**src/rtl/tlb_pkg.sv**
```systemverilog
`timescale 1ns/1ps
package tlb_pkg;
  localparam int VA_W      = 32;
  localparam int PA_W      = 29;
  localparam int ASID_W    = 8;
  localparam int MIN_SHIFT = 10;
  localparam int VPN_W     = VA_W - MIN_SHIFT;
  localparam int PPN_W     = PA_W - MIN_SHIFT;
  localparam int TIM_W     = 3;
  localparam int SPC_W     = 3;

  typedef struct packed {
    logic              valid;
    logic [VPN_W-1:0]  vpn;
    logic [ASID_W-1:0] asid;
    logic [1:0]        size;
    logic [PPN_W-1:0]  ppn;
    logic              cache;
    logic              wthru;
    logic              card;
    logic [TIM_W-1:0]  timing;
    logic [SPC_W-1:0]  space;
  } tlb_ent_t;

  // Low page-number bits that belong to the in-page offset for a size code.
  function automatic logic [PPN_W-1:0] pg_mask(input logic [1:0] sz);
    case (sz)
      2'd0:    return '0;
      2'd1:    return PPN_W'(10'h003);
      2'd2:    return PPN_W'(10'h03F);
      default: return PPN_W'(10'h3FF);
    endcase
  endfunction
endpackage

```
**src/rtl/tlb_entry_store.sv**
```systemverilog
`timescale 1ns/1ps
module tlb_entry_store
  import tlb_pkg::*;
#(
  parameter int ENTRIES = 4,
  parameter int IDX_W   = $clog2(ENTRIES)
) (
  input  logic             clk,
  input  logic             rst_n,
  input  logic             wr_en,
  input  logic [IDX_W-1:0] wr_idx,
  input  tlb_ent_t         wr_ent,
  output tlb_ent_t         ents [ENTRIES]
);
  for (genvar g = 0; g < ENTRIES; g++) begin : g_ent
    tlb_ent_t ent_q;
    always_ff @(posedge clk or negedge rst_n) begin
      if (!rst_n)                            ent_q <= '0;
      else if (wr_en && wr_idx == IDX_W'(g)) ent_q <= wr_ent;
    end
    assign ents[g] = ent_q;

    a_r2_write_lands: assert property (@(posedge clk) disable iff (!rst_n)
      (wr_en && wr_idx == IDX_W'(g)) |=> (ents[g] == $past(wr_ent)));
    a_r2_hold_unwritten: assert property (@(posedge clk) disable iff (!rst_n)
      !(wr_en && wr_idx == IDX_W'(g)) |=> $stable(ents[g]));
  end
endmodule

```
**src/rtl/tlb_match.sv**
```systemverilog
`timescale 1ns/1ps
module tlb_match
  import tlb_pkg::*;
#(
  parameter int ENTRIES = 4
) (
  input  tlb_ent_t          ents [ENTRIES],
  input  logic [VPN_W-1:0]  va_vpn,
  input  logic [ASID_W-1:0] cur_asid,
  output logic [ENTRIES-1:0] hit_vec
);
  for (genvar g = 0; g < ENTRIES; g++) begin : g_cmp
    logic [VPN_W-1:0] ign;
    logic             tag_eq;
    assign ign    = {{(VPN_W-PPN_W){1'b0}}, pg_mask(ents[g].size)};
    assign tag_eq = ((va_vpn ^ ents[g].vpn) & ~ign) == '0;
    assign hit_vec[g] = ents[g].valid && tag_eq && (ents[g].asid == cur_asid);
  end
endmodule

```
**src/rtl/tlb_select.sv**
```systemverilog
`timescale 1ns/1ps
module tlb_select
  import tlb_pkg::*;
#(
  parameter int ENTRIES = 4
) (
  input  tlb_ent_t           ents [ENTRIES],
  input  logic [ENTRIES-1:0] hit_vec,
  input  logic               xlate_en,
  input  logic [PA_W-1:0]    va_low,
  output tlb_ent_t           sel_ent,
  output logic               any_hit,
  output logic               hit,
  output logic               miss,
  output logic [PA_W-1:0]    paddr
);
  logic [PPN_W-1:0] keep;
  logic [PPN_W-1:0] page_bits;

  // Walk from the top index down so the lowest matching index wins.
  always_comb begin
    sel_ent = '0;
    any_hit = 1'b0;
    for (int i = ENTRIES - 1; i >= 0; i--) begin
      if (hit_vec[i]) begin
        sel_ent = ents[i];
        any_hit = 1'b1;
      end
    end
  end

  assign keep      = pg_mask(sel_ent.size);
  assign page_bits = (sel_ent.ppn & ~keep) | (va_low[PA_W-1:MIN_SHIFT] & keep);
  assign hit       = xlate_en && any_hit;
  assign miss      = xlate_en && !any_hit;

  always_comb begin
    if (!xlate_en)    paddr = va_low;
    else if (any_hit) paddr = {page_bits, va_low[MIN_SHIFT-1:0]};
    else              paddr = '0;
  end
endmodule

```
**src/rtl/mmu_xlate_tlb.sv**
```systemverilog
`timescale 1ns/1ps
module mmu_xlate_tlb
  import tlb_pkg::*;
#(
  parameter int ENTRIES = 4,
  localparam int IDX_W  = $clog2(ENTRIES)
) (
  input  logic                 clk,
  input  logic                 rst_n,
  input  logic                 xlate_en,
  input  logic [VA_W-1:0]      lk_vaddr,
  input  logic [ASID_W-1:0]    lk_asid,
  output logic                 lk_hit,
  output logic                 lk_miss,
  output logic [PA_W-1:0]      lk_paddr,
  output logic                 lk_cacheable,
  output logic                 lk_wthru,
  output logic [TIM_W-1:0]     lk_timing,
  output logic [SPC_W-1:0]     lk_space,
  output logic                 lk_attr_conflict,
  input  logic                 wr_en,
  input  logic [IDX_W-1:0]     wr_idx,
  input  logic                 wr_valid,
  input  logic [VPN_W-1:0]     wr_vpn,
  input  logic [ASID_W-1:0]    wr_asid,
  input  logic [1:0]           wr_size,
  input  logic [PPN_W-1:0]     wr_ppn,
  input  logic                 wr_cache,
  input  logic                 wr_wthru,
  input  logic                 wr_card,
  input  logic [TIM_W-1:0]     wr_timing,
  input  logic [SPC_W-1:0]     wr_space
);
  tlb_ent_t           wr_ent;
  tlb_ent_t           ents [ENTRIES];
  tlb_ent_t           sel_ent;
  logic [ENTRIES-1:0] hit_vec;
  logic               any_hit;

  always_comb begin
    wr_ent.valid  = wr_valid;
    wr_ent.vpn    = wr_vpn;
    wr_ent.asid   = wr_asid;
    wr_ent.size   = wr_size;
    wr_ent.ppn    = wr_ppn;
    wr_ent.cache  = wr_cache;
    wr_ent.wthru  = wr_wthru;
    wr_ent.card   = wr_card;
    wr_ent.timing = wr_timing;
    wr_ent.space  = wr_space;
  end

  tlb_entry_store #(.ENTRIES(ENTRIES), .IDX_W(IDX_W)) u_store (
    .clk(clk), .rst_n(rst_n), .wr_en(wr_en), .wr_idx(wr_idx),
    .wr_ent(wr_ent), .ents(ents)
  );

  tlb_match #(.ENTRIES(ENTRIES)) u_match (
    .ents(ents), .va_vpn(lk_vaddr[VA_W-1:MIN_SHIFT]),
    .cur_asid(lk_asid), .hit_vec(hit_vec)
  );

  tlb_select #(.ENTRIES(ENTRIES)) u_sel (
    .ents(ents), .hit_vec(hit_vec), .xlate_en(xlate_en),
    .va_low(lk_vaddr[PA_W-1:0]), .sel_ent(sel_ent), .any_hit(any_hit),
    .hit(lk_hit), .miss(lk_miss), .paddr(lk_paddr)
  );

  assign lk_cacheable     = lk_hit && sel_ent.cache;
  assign lk_wthru         = lk_hit && sel_ent.wthru;
  assign lk_timing        = lk_hit ? sel_ent.timing : '0;
  assign lk_space         = lk_hit ? sel_ent.space  : '0;
  assign lk_attr_conflict = lk_hit && sel_ent.card && sel_ent.cache && !sel_ent.wthru;

  a_r8_bypass: assert property (@(posedge clk) disable iff (!rst_n)
    !xlate_en |-> (lk_paddr == lk_vaddr[PA_W-1:0] && !lk_hit && !lk_miss));
  a_r7_one_outcome: assert property (@(posedge clk) disable iff (!rst_n)
    $onehot0({lk_hit, lk_miss}));
  a_r7_decided: assert property (@(posedge clk) disable iff (!rst_n)
    xlate_en |-> (lk_hit != lk_miss));
  a_r3_tag_and_asid: assert property (@(posedge clk) disable iff (!rst_n)
    lk_hit |-> (sel_ent.valid && sel_ent.asid == lk_asid &&
      ((lk_vaddr[VA_W-1:MIN_SHIFT] ^ sel_ent.vpn) &
       ~{{(VPN_W-PPN_W){1'b0}}, pg_mask(sel_ent.size)}) == '0));
  a_r5_page_bits: assert property (@(posedge clk) disable iff (!rst_n)
    lk_hit |-> (((lk_paddr[PA_W-1:MIN_SHIFT] ^ sel_ent.ppn) & ~pg_mask(sel_ent.size)) == '0
                && lk_paddr[MIN_SHIFT-1:0] == lk_vaddr[MIN_SHIFT-1:0]));
  a_r6_quiet_without_hit: assert property (@(posedge clk) disable iff (!rst_n)
    !lk_hit |-> (!lk_cacheable && !lk_wthru && lk_timing == '0 && lk_space == '0));
  a_r9_conflict_needs_hit: assert property (@(posedge clk) disable iff (!rst_n)
    lk_attr_conflict |-> (lk_hit && lk_cacheable && !lk_wthru));
endmodule

```
**config.mk**
```make
export PLATFORM = sky130hd
export DESIGN_NAME = mmu_xlate_tlb
export DESIGN_NICKNAME = d
export VERILOG_FILES = /design/src/rtl/tlb_pkg.sv /design/src/rtl/tlb_entry_store.sv /design/src/rtl/tlb_match.sv /design/src/rtl/tlb_select.sv /design/src/rtl/mmu_xlate_tlb.sv
export SDC_FILE = /design/constraint.sdc
export NUM_CORES = 1
export LEC_CHECK = 0
export BUFFER_PORTS_ARGS = -buffer_cell sky130_fd_sc_hd__buf_2
export CORE_ASPECT_RATIO = 1.5
export CORE_MARGIN = 2
export CORE_UTILIZATION = 40
export CTS_BUF_LIST = sky130_fd_sc_hd__clkbuf_2 sky130_fd_sc_hd__clkbuf_4 sky130_fd_sc_hd__clkbuf_8
export DETAILED_ROUTE_END_ITERATION = 16
export GPL_TIMING_DRIVEN = 0
export SLEW_MARGIN = 5
export SYNTH_ARGS = -nofsm -noshare
export SYNTH_HDL_FRONTEND = slang
export SYNTH_HIERARCHICAL = 1
export SYNTH_SLANG_ARGS = --single-unit
```
**constraint.sdc**
```tcl
create_clock -name clk -period 3.4 [get_ports clk]
set_input_delay 0.68 -clock clk [delete_from_list [all_inputs] [get_ports clk]]
set_output_delay 0.68 -clock clk [all_outputs]
set_load 0.03 [all_outputs]
```
==> impl_results.md <==
- Status: finished with violations
- Failing checks: setup timing
- NumNets Final: 1228
- Via count: 8054
- Net Sw Power: 2.16 mW
- Drt pass-1 iters: 4
- Starting Density: 0.408
- HP Start: wr_asid[4]
- Mapped Cells: 897
- CTS Buf Count: 40
- Slew Limit Fails: 0
- Worst Hold Endpoint: u_store/ents[217]
- Syn Nets: 1004
- Vias in the first global route: 8383
- Reg2Reg Setup Slack: 2530 ps
- HP Class: input port to flop
- Post-route DRC: 0
- Period minus WS final: 4140 ps
- Slew @ Worst Pin: 948 ps
- WL per Instance: 21.0 µm
- CP Launch Type: flop
- Final Instance Area: 0.0152 mm²
- Gpl congestion: 0.781
- PortBufs: 146
- Final setup viols: 40
- Sequential Power Share: 0.486
- R2R cell count: 2
- Layout area overhead: 29.3%
- Layout Skew: 0 ps
- Global route overflow: 0
- Layout cells sized above 1: 0.570
- Post-Syn Area: 0.0118 mm²
- Maxcap violations: 0
- First-pass GRT wire length: 48600 µm
- RSZ-0062 raised after global routing: yes
- First-iteration detailed-routing DRC count: 350
- Die Span X: 144 µm
- Die Y: 214 µm
- Switching Share: 0.275
- Clk network pwr share: 0.342
- I/O pins: 147
- CP Class: flop to primary output
- Core area: 0.0288 mm²
- GR Util All Layers: 0.210
- Vias per cell: 5.23
- Worst hold stages: 2
- Final worst-path cycle share: 1.22
- HPWL after detailed placement: 22200 µm
- Largest net degree at the start of global routing: 114
- Worst Path Required: 2720 ps
- Hold slack: 379 ps
- Final Hold Viols: 0
- Place WS: -1210 ps
- Power, Total: 7.85 mW
- WL final: 32400 µm
- Slew HR: 0.368
- FMAX: 0.242 GHz
- CTS sink cnt: 244
- Max reg flops: 244
- Int Pwr: 5.69 mW
- Synth warn: 6
- Final WS setup: -741 ps
- TritonCTS clock tree: yes
- Peak supply drop: 0.370 mV
- Clock Root Buffer: clkbuf_8
- Element type at the critical path end: primary output
- Final Core Density: 0.528
- Placed inst area: 0.0131 mm²
- Clk Latency, worst-skew pair: 550 ps
- H-tree levels: 2
- P_leak: 6.69 nW
- CTS clk-pin slew, worst paths: 60 ps
- Critical path arrival: 3460 ps
- FP Rows: 76
- Initial antenna violation count: 2
- R2r startpoint: u_store/ents[214]
- Crit path max fanout: 7
- Combinational power share: 0.173
- PD cells: 516 mW/mm²
- Avg Inst Size Synth: 13.1 µm²
- Die area: 0.0308 mm²
- R2r endpoint: u_store/ents[214]
- Clock tree buffer depth: 3
- Antenna-violating nets left: 0
==> cells in the final DEF, fill, tap and decap left out, types with 4 or more instances in the layout <==
cell type / count
buf_2: 124
xnor2_1: 12
nor2b_1: 11
o22ai_1: 4
nand4_1: 4
a21o_1: 4
mux2_1: 5
a22oi_2: 7
xor2_1: 108
clkbuf_1: 4
o31ai_1: 4
o21ai_1: 7
buf_6: 58
nand2_1: 23
a221oi_4: 6
o31ai_2: 7
a21oi_1: 16
clkinv_2: 5
clkbuf_4: 16
a32o_2: 8
nor2_1: 14
and2_4: 17
dfrtp_1: 244
nor4_2: 19
clkbuf_8: 52
mux2_4: 9
buf_4: 25
mux2_2: 239
a221oi_2: 7
buf_8: 7
a221oi_1: 6
nand3_1: 5
nor4_1: 6
==> worst max-delay path, stage by stage, from the launching register on <==
cell and delay [ps]:
dfrtp_1 380, xor2_1 150, nor4_2 470, a21oi_1 190, nor4_4 350, nor2b_4 230
buf_12 140, a221oi_4 70, or2_4 290, o41ai_4 300, a32o_2 210, buf_6 130
==> cell type report <==
type | instances | area (µm²)
antenna | 1 | 2.50
timing repair inverter | 2 | 27.5
buffer | 53 | 419
fill | 2513 | 13600
inverter | 6 | 35.0
clock buffer | 61 | 752
clock inverter | 10 | 88.8
timing repair buffer | 183 | 1400
multi-input combinational | 591 | 5900
tap | 390 | 488
sequential | 244 | 6110
==> layer usage <==
layer | up-vias | wire [µm] | track usage
met1 | 4123 | 13200 | 0.259
li1 | 3665 | - | -
met5 | - | 13 | 0
met4 | 2 | 784 | 0.0614
met2 | 203 | 17000 | 0.371
met3 | 61 | 1450 | 0.0371
==> power by group through the flow <==
stage	combinational, mW	clock (mW)	sequential [mW]
3_5_place_dp	1.26	0	3.84
2_1_floorplan	0.874	0	3.75
3_3_place_gp	1.22	0	3.81
5_1_grt	1.47	2.90	3.88
4_1_cts	1.32	2.78	3.80
6_report	1.36	2.68	3.81
==> worst max path at each step <==
stage                     cells past startpoint              start                to
after floorplan                              12         lk_asid[1]      lk_paddr[16]
after global placement                        1              rst_n  u_store/ents[43]
after detailed placement                     14       lk_vaddr[26]       lk_space[2]
after CTS                                    13  u_store/ents[233]      lk_paddr[19]
after global routing                         11   u_store/ents[34]      lk_paddr[19]
final                                        11   u_store/ents[40]      lk_paddr[19]
==> repair_timing <==
action | 4_1_cts | 5_1_grt
hold endpoints to repair | 22 | 0
buffers inserted | 23 | 10
gates cloned | 3 | 1
pin swaps | 40 | 60
resized for setup | 184 | 87
hold buffers | 1 | 0
setup endpoints to repair | 40 | 40
==> metrics by stage <==
stage,TNS (ps),std cells
final,-19170,1541
after global routing,-23900,1540
after CTS,-24920,1533
after detailed placement,-36730,1435
after global placement,-746800,1433
after floorplan,-623,897
Power figures use the tool's default switching activity.
